### config.mk
export PLATFORM = sky130hd
export DESIGN_NAME = mbx_doorbell
export DESIGN_NICKNAME = d
export VERILOG_FILES = /design/src/rtl/mbx_pkg.sv /design/src/rtl/mbx_decode.sv /design/src/rtl/mbx_cell.sv /design/src/rtl/mbx_core_irq.sv /design/src/rtl/mbx_doorbell.sv
export SDC_FILE = /design/constraint.sdc
export NUM_CORES = 2
export LEC_CHECK = 0
export BUFFER_PORTS_ARGS = -buffer_cell sky130_fd_sc_hd__buf_4
export CORE_UTILIZATION = 30
export DETAILED_ROUTE_END_ITERATION = 10
export REMOVE_ABC_BUFFERS = 1
export SETUP_SLACK_MARGIN = 0.2
export SLEW_MARGIN = 40
export SYNTH_ARGS = -nofsm -noshare
export SYNTH_HDL_FRONTEND = slang
export SYNTH_SLANG_ARGS = --single-unit
export TNS_END_PERCENT = 30
### constraint.sdc
create_clock -name clk -period 3.1 [get_ports clk]
set_clock_uncertainty 0.05 [all_clocks]
set_input_delay 0.31 -clock clk [delete_from_list [all_inputs] [get_ports clk]]
set_output_delay 0.31 -clock clk [all_outputs]
set_load 0.005 [all_outputs]
### src/rtl/mbx_pkg.sv
package mbx_pkg;
  localparam int MBX_CORES    = 4;
  localparam int MBX_PER_CORE = 4;
  localparam int MBX_DW       = 32;
  localparam int MBX_AW       = 8;
  localparam int MBX_SET_BASE = 'h80;
  localparam int MBX_CLR_BASE = 'hC0;
  localparam int MBX_CFG_BASE = 'h20;
endpackage

### src/rtl/mbx_decode.sv
module mbx_decode #(
  parameter int N        = 4,
  parameter int M        = 4,
  parameter int AW       = 8,
  parameter int SET_BASE = 'h80,
  parameter int CLR_BASE = 'hC0,
  parameter int CFG_BASE = 'h20
) (
  input  logic            en,
  input  logic [AW-1:0]   addr,
  output logic [N*M-1:0]  set_vec,
  output logic [N*M-1:0]  clr_vec,
  output logic [N-1:0]    cfg_vec
);
  localparam int TOT   = N * M;
  localparam int SPAN  = 4 * TOT;
  localparam int CSPAN = 4 * N;

  logic [AW-1:0] set_off, clr_off, cfg_off;
  logic aligned, set_hit, clr_hit, cfg_hit;

  assign aligned = (addr[1:0] == 2'b00);
  assign set_off = addr - AW'(SET_BASE);
  assign clr_off = addr - AW'(CLR_BASE);
  assign cfg_off = addr - AW'(CFG_BASE);
  assign set_hit = en && aligned && (addr >= AW'(SET_BASE)) && (set_off < AW'(SPAN));
  assign clr_hit = en && aligned && (addr >= AW'(CLR_BASE)) && (clr_off < AW'(SPAN));
  assign cfg_hit = en && aligned && (addr >= AW'(CFG_BASE)) && (cfg_off < AW'(CSPAN));

  for (genvar i = 0; i < TOT; i++) begin : g_mbx
    assign set_vec[i] = set_hit && (set_off[AW-1:2] == (AW-2)'(i));
    assign clr_vec[i] = clr_hit && (clr_off[AW-1:2] == (AW-2)'(i));
  end
  for (genvar n = 0; n < N; n++) begin : g_cfg
    assign cfg_vec[n] = cfg_hit && (cfg_off[AW-1:2] == (AW-2)'(n));
  end
endmodule

### src/rtl/mbx_cell.sv
module mbx_cell #(
  parameter int DW = 32
) (
  input  logic          clk,
  input  logic          rst,
  input  logic [DW-1:0] set_mask,
  input  logic [DW-1:0] clr_mask,
  output logic [DW-1:0] q_o,
  output logic          nz_next_o,
  output logic          pend_o
);
  logic [DW-1:0] q_next;

  // A set bit always wins over a clear of the same bit
  assign q_next    = (q_o & ~clr_mask) | set_mask;
  assign nz_next_o = |q_next;

  always_ff @(posedge clk) begin
    if (rst) begin
      q_o    <= '0;
      pend_o <= 1'b0;
    end else begin
      q_o    <= q_next;
      pend_o <= nz_next_o;
    end
  end

  AST_MBX_RESET_ZERO: assert property (@(posedge clk) disable iff (rst)
    $past(rst) |-> (q_o == '0));
  AST_SET_SURVIVES: assert property (@(posedge clk) disable iff (rst)
    (|set_mask) |=> ((q_o & $past(set_mask)) == $past(set_mask)));
  AST_CLR_TAKES: assert property (@(posedge clk) disable iff (rst)
    (|(clr_mask & ~set_mask)) |=> ((q_o & $past(clr_mask & ~set_mask)) == '0));
  AST_IDLE_HOLDS: assert property (@(posedge clk) disable iff (rst)
    (set_mask == '0 && clr_mask == '0) |=> $stable(q_o));
endmodule

### src/rtl/mbx_core_irq.sv
module mbx_core_irq #(
  parameter int               M       = 4,
  parameter logic [2*M-1:0]   RST_CFG = 1
) (
  input  logic           clk,
  input  logic           rst,
  input  logic           we0,
  input  logic [2*M-1:0] wd0,
  input  logic           we1,
  input  logic [2*M-1:0] wd1,
  input  logic [M-1:0]   nz_next,
  output logic [2*M-1:0] cfg_q,
  output logic           irq_o,
  output logic           fiq_o
);
  logic [2*M-1:0] cfg_next;

  // Channel 1 takes priority on a same-cycle collision
  always_comb begin
    cfg_next = cfg_q;
    if (we0) cfg_next = wd0;
    if (we1) cfg_next = wd1;
  end

  always_ff @(posedge clk) begin
    if (rst) begin
      cfg_q <= RST_CFG;
      irq_o <= 1'b0;
      fiq_o <= 1'b0;
    end else begin
      cfg_q <= cfg_next;
      irq_o <= |(nz_next & cfg_next[M-1:0]);
      fiq_o <= |(nz_next & cfg_next[2*M-1:M]);
    end
  end

  AST_CFG_RESET: assert property (@(posedge clk) disable iff (rst)
    $past(rst) |-> (cfg_q == RST_CFG));
  AST_IRQ_NEEDS_EN: assert property (@(posedge clk) disable iff (rst)
    irq_o |-> (|cfg_q[M-1:0]));
  AST_FIQ_NEEDS_EN: assert property (@(posedge clk) disable iff (rst)
    fiq_o |-> (|cfg_q[2*M-1:M]));
  AST_CFG_PRIO: assert property (@(posedge clk) disable iff (rst)
    (we0 && we1) |=> (cfg_q == $past(wd1)));
endmodule

### src/rtl/mbx_doorbell.sv
module mbx_doorbell
  import mbx_pkg::*;
#(
  parameter int N        = MBX_CORES,
  parameter int M        = MBX_PER_CORE,
  parameter int DW       = MBX_DW,
  parameter int AW       = MBX_AW,
  parameter int SET_BASE = MBX_SET_BASE,
  parameter int CLR_BASE = MBX_CLR_BASE,
  parameter int CFG_BASE = MBX_CFG_BASE
) (
  input  logic              clk,
  input  logic              rst,
  input  logic              wr0_en,
  input  logic [AW-1:0]     wr0_addr,
  input  logic [DW-1:0]     wr0_data,
  input  logic              wr1_en,
  input  logic [AW-1:0]     wr1_addr,
  input  logic [DW-1:0]     wr1_data,
  input  logic              rd_en,
  input  logic [AW-1:0]     rd_addr,
  output logic [DW-1:0]     rd_data,
  output logic [N*M-1:0]    mbox_pend,
  output logic [N-1:0]      irq,
  output logic [N-1:0]      fiq
);
  localparam int TOT = N * M;
  localparam int CW  = 2 * M;

  logic [TOT-1:0] w0_set, w0_clr, w1_set, w1_clr, r_set, r_clr;
  logic [N-1:0]   w0_cfg, w1_cfg, r_cfg;
  logic [TOT-1:0] nz_next, nz_now;
  logic [DW-1:0]  mb_q  [TOT];
  logic [CW-1:0]  cfg_q [N];
  logic [DW-1:0]  rd_word;

  mbx_decode #(.N(N), .M(M), .AW(AW), .SET_BASE(SET_BASE), .CLR_BASE(CLR_BASE),
               .CFG_BASE(CFG_BASE)) dec_w0_i (
    .en(wr0_en), .addr(wr0_addr), .set_vec(w0_set), .clr_vec(w0_clr), .cfg_vec(w0_cfg));
  mbx_decode #(.N(N), .M(M), .AW(AW), .SET_BASE(SET_BASE), .CLR_BASE(CLR_BASE),
               .CFG_BASE(CFG_BASE)) dec_w1_i (
    .en(wr1_en), .addr(wr1_addr), .set_vec(w1_set), .clr_vec(w1_clr), .cfg_vec(w1_cfg));
  mbx_decode #(.N(N), .M(M), .AW(AW), .SET_BASE(SET_BASE), .CLR_BASE(CLR_BASE),
               .CFG_BASE(CFG_BASE)) dec_rd_i (
    .en(rd_en), .addr(rd_addr), .set_vec(r_set), .clr_vec(r_clr), .cfg_vec(r_cfg));

  for (genvar i = 0; i < TOT; i++) begin : g_cell
    logic [DW-1:0] set_m, clr_m;
    assign set_m = ({DW{w0_set[i]}} & wr0_data) | ({DW{w1_set[i]}} & wr1_data);
    assign clr_m = ({DW{w0_clr[i]}} & wr0_data) | ({DW{w1_clr[i]}} & wr1_data);
    assign nz_now[i] = (mb_q[i] != '0);
    mbx_cell #(.DW(DW)) cell_i (
      .clk(clk), .rst(rst), .set_mask(set_m), .clr_mask(clr_m),
      .q_o(mb_q[i]), .nz_next_o(nz_next[i]), .pend_o(mbox_pend[i]));
  end

  for (genvar n = 0; n < N; n++) begin : g_core
    mbx_core_irq #(.M(M), .RST_CFG(CW'(1))) core_i (
      .clk(clk), .rst(rst),
      .we0(w0_cfg[n]), .wd0(wr0_data[CW-1:0]),
      .we1(w1_cfg[n]), .wd1(wr1_data[CW-1:0]),
      .nz_next(nz_next[n*M +: M]),
      .cfg_q(cfg_q[n]), .irq_o(irq[n]), .fiq_o(fiq[n]));
  end

  always_comb begin
    rd_word = '0;
    for (int i = 0; i < TOT; i++)
      if (r_clr[i]) rd_word = rd_word | mb_q[i];
    for (int n = 0; n < N; n++)
      if (r_cfg[n]) rd_word = rd_word | DW'(cfg_q[n]);
  end

  always_ff @(posedge clk) begin
    if (rst)        rd_data <= '0;
    else if (rd_en) rd_data <= rd_word;
  end

  AST_PEND_TRACKS: assert property (@(posedge clk) disable iff (rst)
    mbox_pend == nz_now);
  AST_SET_READ_ZERO: assert property (@(posedge clk) disable iff (rst)
    (|r_set) |=> (rd_data == '0));
  AST_CLR_READ_WORD: assert property (@(posedge clk) disable iff (rst)
    ($onehot0(r_clr) && (|r_clr)) |=> (rd_data != '0) == $past(|(r_clr & nz_now)));
endmodule

# Word level (Yosys, flattened, before mapping)
# Index checks and enable logic that the tools add are counted.
classes:
  add_sub_neg: 8
  n_reduce_logical: 146
  n_mux: 28
  magnitude_cmp: 16
  bitwise_logic: 171
  eq_ne: 84
ops:
  columns: ["operator", "n"]
  rows:
  - ["AND 32 bit", 80]
  - ["bitwise OR 32 bit", 63]
  - ["two-way mux 32 bit", 20]
  - ["NOT 32 bit", 16]
  - ["OR reduction 32 bit", 16]
  - ["equality test 6 x 4 -> 1 bit, second input constant", 40]
  - ["bitwise OR 32 x 8 -> 32 bit", 4]
  - ["equality test 6 x 3 -> 1 bit, second input constant", 20]
  - ["logical AND 1 bit", 111]
  - ["equality test 6 x 2 -> 1 bit, second input constant", 16]
  - ["two-way mux 8 bit", 8]
  - ["equality test 6 x 1 -> 1 bit, second input constant", 8]
  - ["logical NOT 6 bit", 8]
  - [">= comparator 8 bit, second input constant", 5]
  - ["less-than comparator 8 x 7 -> 1 bit, second input constant", 5]
  - ["subtractor 8 bit, second input constant", 5]
  - ["AND 4 bit", 8]
  - ["OR reduction 4 bit", 8]
  - [">= comparator 8 x 6 -> 1 bit, second input constant", 3]
  - ["less-than comparator 8 x 5 -> 1 bit, second input constant", 3]
  - ["subtractor 8 x 6 -> 8 bit, second input constant", 3]
  - ["logical NOT 2 bit", 3]
totals:
  ff_bits: 600
  input_bits: 93
  output_inout_bits: 56

# Depth between registers and ports, before layout
logic_depth:
  ltp_word: 44
  ltp_mapped: 14

# By module
# A second synthesis with hierarchy kept.
hier_totals:
  cells_unflattened: 4706
  area_unflattened_um2: 39908.3
by_module_without_submodules:
  columns: ["mod", "seq_area_each_um2", "cells_per_inst", "instances", "area_per_inst_um2"]
  rows:
  - ["mbx_cell", 660.6, 147, 16, 1380.1]
  - ["mbx_doorbell", 640.6, 1953, 1, 14281.2]
  - ["mbx_core_irq", 200.2, 53, 4, 528.0]
  - ["mbx_decode", 0.0, 63, 3, 478.0]

# Least setup slack after synthesis
# No wires, ideal clock.
synth_path:
  path_type: "input -> register"
  start: "input port wr1_addr[6]"
  end: "register g_core[1].core_i.cfg_q[0]"
  t_required_ns: 2.927
  slack_ns: 0.244
  path_stages: 12
  t_arrival_ns: 2.683
  n_path_buf: 4
  path_cell_list: "buf_2 inv_1 buf_2 clkbuf_1 ha_1 nor2b_1 a311oi_1 o21ai_0 nor3b_2 clkbuf_1 o21ai_0 or2_2"
synth_via:
  elab_chain_len: 5
  elab_cells_between_ends: 8
  classes_between: "1 x add/sub; 2 x order compare; 1 x eq/ne; 1 x mux; 3 x reduce/logical"
synth_lines:
  columns: ["item", "line_no", "source"]
  rows:
  - ["start: declaration", "mbx_doorbell.sv:18", "input logic [AW-1:0] wr1_addr,"]
  - ["subtractor 8 x 6 -> 8 bit / >= comparator 8 x 6 -> 1 bit (equally long branches)", "mbx_decode.sv:25, mbx_decode.sv:28", null]
  - ["less-than comparator 8 x 5 -> 1 bit / logical AND 1 bit (equally long branches)", "mbx_decode.sv:28", "assign cfg_hit = en && aligned && (addr >= AW'(CFG_BASE)) && (cfg_off < AW'(CSPAN));"]
  - ["logical AND 1 bit", "mbx_decode.sv:28", null]
  - ["logical AND 1 bit (*)", "mbx_decode.sv:35", "assign cfg_vec[n] = cfg_hit && (cfg_off[AW-1:2] == (AW-2)'(n));"]
  - ["two-way mux 8 bit (*)", "mbx_core_irq.sv:22", "if (we1) cfg_next = wd1;"]
  - ["end signal: assignment", "mbx_core_irq.sv:31", "cfg_q <= cfg_next;"]
  - ["end: declaration", "mbx_core_irq.sv:12", "output logic [2*M-1:0] cfg_q,"]
# Every way passes the cells marked *; elsewhere a longest branch is shown, timed or not.
# A chain may end at the register's enable or synchronous reset.

# Final worst setup path
layout_path:
  start: "input port wr0_addr[1]"
  end: "register g_core[3].core_i.irq_o"
layout_via:
  elab_chain_len: 13
  elab_cells_between_ends: 71
  classes_between: "3 x add/sub; 6 x order compare; 9 x eq/ne; 2 x mux; 29 x bitwise; 22 x reduce/logical"
layout_lines:
  columns: ["item", "line_no", "source"]
  rows:
  - ["start: declaration", "mbx_doorbell.sv:15", "input logic [AW-1:0] wr0_addr,"]
  - ["parallel branches: the longest is 11 deep, another holds subtractor 8 bit", null, null]
  - ["AND 4 bit (*)", "mbx_core_irq.sv:32", "irq_o <= |(nz_next & cfg_next[M-1:0]);"]
  - ["OR reduction 4 bit (*)", "mbx_core_irq.sv:32", null]
  - ["end signal: assignment", "mbx_core_irq.sv:32", null]
  - ["end: declaration", "mbx_core_irq.sv:13", "output logic irq_o,"]
# Mark *: on every way between the ends.

==> results.tsv <==
metric	value	unit
area_growth	41.1	%
cts_tree	built	
drv_slew	0	
cts_htree_levels	3	
ir_worst_vdd	0.406	mV
place_congestion	1.08	
synth_top_area_cell	dfxtp_1	
vias_per_cell	7.14	
grt-ovfl-total	0	
clock_sinks	600	
io_pins	149	
whs	22.8	ps
cp_slowest_stage_delay	550	ps
power.leakage	18.1	nW
fillCellCount	11600	
end_kind	flop	
fin_crit	3000	ps
drt-pass1-iter-count	11	
antenna_found_initial	12	
synth_edf_count	0	
ys_types	60	
grt_pass1_wl	343000	um
start_kind	input port	
clkSlewWorstSetupHoldPaths	60	ps
cts_made_buffers	77	
startpoint	wr0_addr[1]	
synth_seq_area_share	0.336	
clock_path_buffers	3	
drt_first_iter_violations	8471	
die_h	347	um
slew_headroom	0.427	
yosys_register_bits	600	
critPathMaxFanout	8	
detail-route-antenna-nets	0	
grt_max_degree	81	
drive_gt1_frac	0.329	
nets	5020	
maxCapViolations	0	
avgSynthCellArea	8.75	um2
power.density	409	mW/mm2
crit_arrival	3510	ps
place_area	0.0467	mm2
ys.flop_type	dfxtp_1	
tightest_slew	860	ps
hpwl	185000	um
yosysTopAreaCellShare	0.336	
synth_common_cells	865 x o221ai_1, 600 x dfxtp_1, 442 x nor2b_1, 405 x clkbuf_1, 274 x nor4_1	
critPathTopFamily	simple AND/OR/NAND/NOR gates	
dp_slack	-807	ps
initial_core_util	0.303	
final_hold_viol_count	0	
criticalPathCategory	in2reg	
portBuffers	148	
worstSkewPairLatency	710	ps
synth_area_leaders	dfxtp_1 34%, o221ai_1 21%, nor2b_1 7.7%, nor4_1 4.8%, clkbuf_1 4.3%	
wl_per_cell	38.5	um
synth_cells	4084	
ys_warn_count	0	
die-area	0.121	mm2
yosysMostFrequentCell	o221ai_1	
vias	46600	
syn-cell-area	0.0357	mm2
crit_required	3610	ps
drt_wl_total	252000	um
drcViolationCount	1	
crit_chain	buf_4, nand4bb_4, or3_4, buf_12, buf_4, o221ai_1, o221ai_1, nor4_2, nand4_1, buf_4, o221ai_1, a41oi_1	
reg2reg_from	g_cell[1].cell_i.q_o[9]	
coreArea	0.118	mm2
cp_num_buf_inv	4	
violations	DRC	
grt.total_usage	0.398	
period_share	0.969	
hold_path_class	in2reg	
min_from	rst	
die_w	347	um
cts-root-buf	clkbuf_16	
design_area	0.0504	mm2
grt_pass1_vias	42400	
setup_viol	0	
fin_ws	96.4	ps
cpMaxStageDelayCell	or3_4	
rsz0062_at_grt	yes	
async_flop_share	0	
fmax	0.333	GHz
rows	126	
outcome	finished, violations left	
==> flip-flops by register name (all words and copies together), names as in the netlist <==
name and flops:
g_cell.cell_i.pend_o 16, g_core.core_i.cfg_q 32, rd_data 32, g_cell.cell_i.q_o 512, g_core.core_i.irq_o 4, g_core.core_i.fiq_o 4
==> per-stage QoR <==
step	setup TNS, ps	std cells	util	power (mW)
final	0	6527	0.427	20.6
after global routing	0	6521	0.427	20.9
after global placement	-12960	6340	0.395	10.5
after CTS	0	6494	0.420	20.4
after floorplan	-2002290	3532	-	8.58
after detailed placement	-10530	6341	0.396	10.5
==> worst paths after layout <==
path	endpoint	slack, ps	depth (start not counted)
max	g_core[3].core_i.irq_o	100	12
min	g_cell[4].cell_i.pend_o	20	2
max reg2reg	g_core[0].core_i.fiq_o	520	9
min reg2reg	rd_data[22]	430	2
==> worst reg2reg max path, delay by kind of cell, from the launching register on <==
family | cells | cell delay [ps]
compound gates | 4 | 760
flops | 1 | 380
simple gates | 3 | 840
buf+inv | 2 | 410
==> timing repair <==
| action | 4_1_cts | 5_1_grt |
|---|---|---|
| setup buffers | 6 | 22 |
| hold endpoints to repair | 4 | 0 |
| hold buffers | 3 | 0 |
| endpoints found under the setup margin | 10 | 15 |
| cloned | 1 | 5 |
| pin swaps | 4 | 34 |
| gates resized for setup | 7 | 85 |
==> where the power goes <==
group,internal [mW],switching [mW]
Sequential,7.77,0.0362
Combinational,0.919,1.82
Clock,6.03,4.06
Total,14.7,5.92
==> metal layers <==
| layer | up-vias | wire length, um | track usage |
|---|---|---|---|
| li1 | 18600 | - | - |
| met1 | 22700 | 94200 | 0.513 |
| met2 | 4249 | 97500 | 0.545 |
| met3 | 1034 | 37400 | 0.145 |
| met4 | 10 | 22300 | 0.278 |
| met5 | - | 63 | 0 |
==> cell families after synthesis <==
group,count (synthesis),share of synthesized area
and+or+nand+nor,1487,0.247
AOI/OAI and AO/OA,1376,0.331
DFF,600,0.336
buffers and inverters,560,0.0663
muxes,55,0.0180
adders and majority gates,6,0.00210
==> cell usage in the layout (no fill, tap or decap), types with 13 or more instances in the layout <==
master and n:
buf_4 1162, o221ai_1 840, dfxtp_1 600, nor2b_1 438, nor4_1 248, nor2_1 184, nand4_1 151, nand2_1 142
buf_12 127, a22oi_1 107, clkbuf_16 84, o41a_1 81, a211oi_1 70, nand3b_1 61, nand3_1 61, a221oi_1 55
o21ai_0 50, a222oi_1 39, mux2i_1 36, o221ai_2 23, nor3_1 22, or3b_2 21, a211oi_2 21, a22o_1 21
or3b_1 20, a21oi_1 20, nor4_2 18, nand3_2 17, clkbuf_1 17, clkbuf_8 14, nand3b_4 13, o22a_1 13
mux2_2 13
==> layout make-up <==
| cell class | instances | area, um2 | share of cell area |
|---|---|---|---|
| inverters | 8 | 30.0 | 0.000595 |
| multi-input cells | 2924 | 22100 | 0.439 |
| flip-flops and latches | 600 | 12000 | 0.238 |
| well taps | 1536 | 1920 | 0.0381 |
| diodes | 6 | 15.0 | 0.000298 |
| repair buffers | 1310 | 11600 | 0.230 |
| clock buffers | 110 | 2230 | 0.0443 |
| clock inverters | 33 | 502 | 0.00995 |
Note: power is estimated with default switching activity, not from simulation.
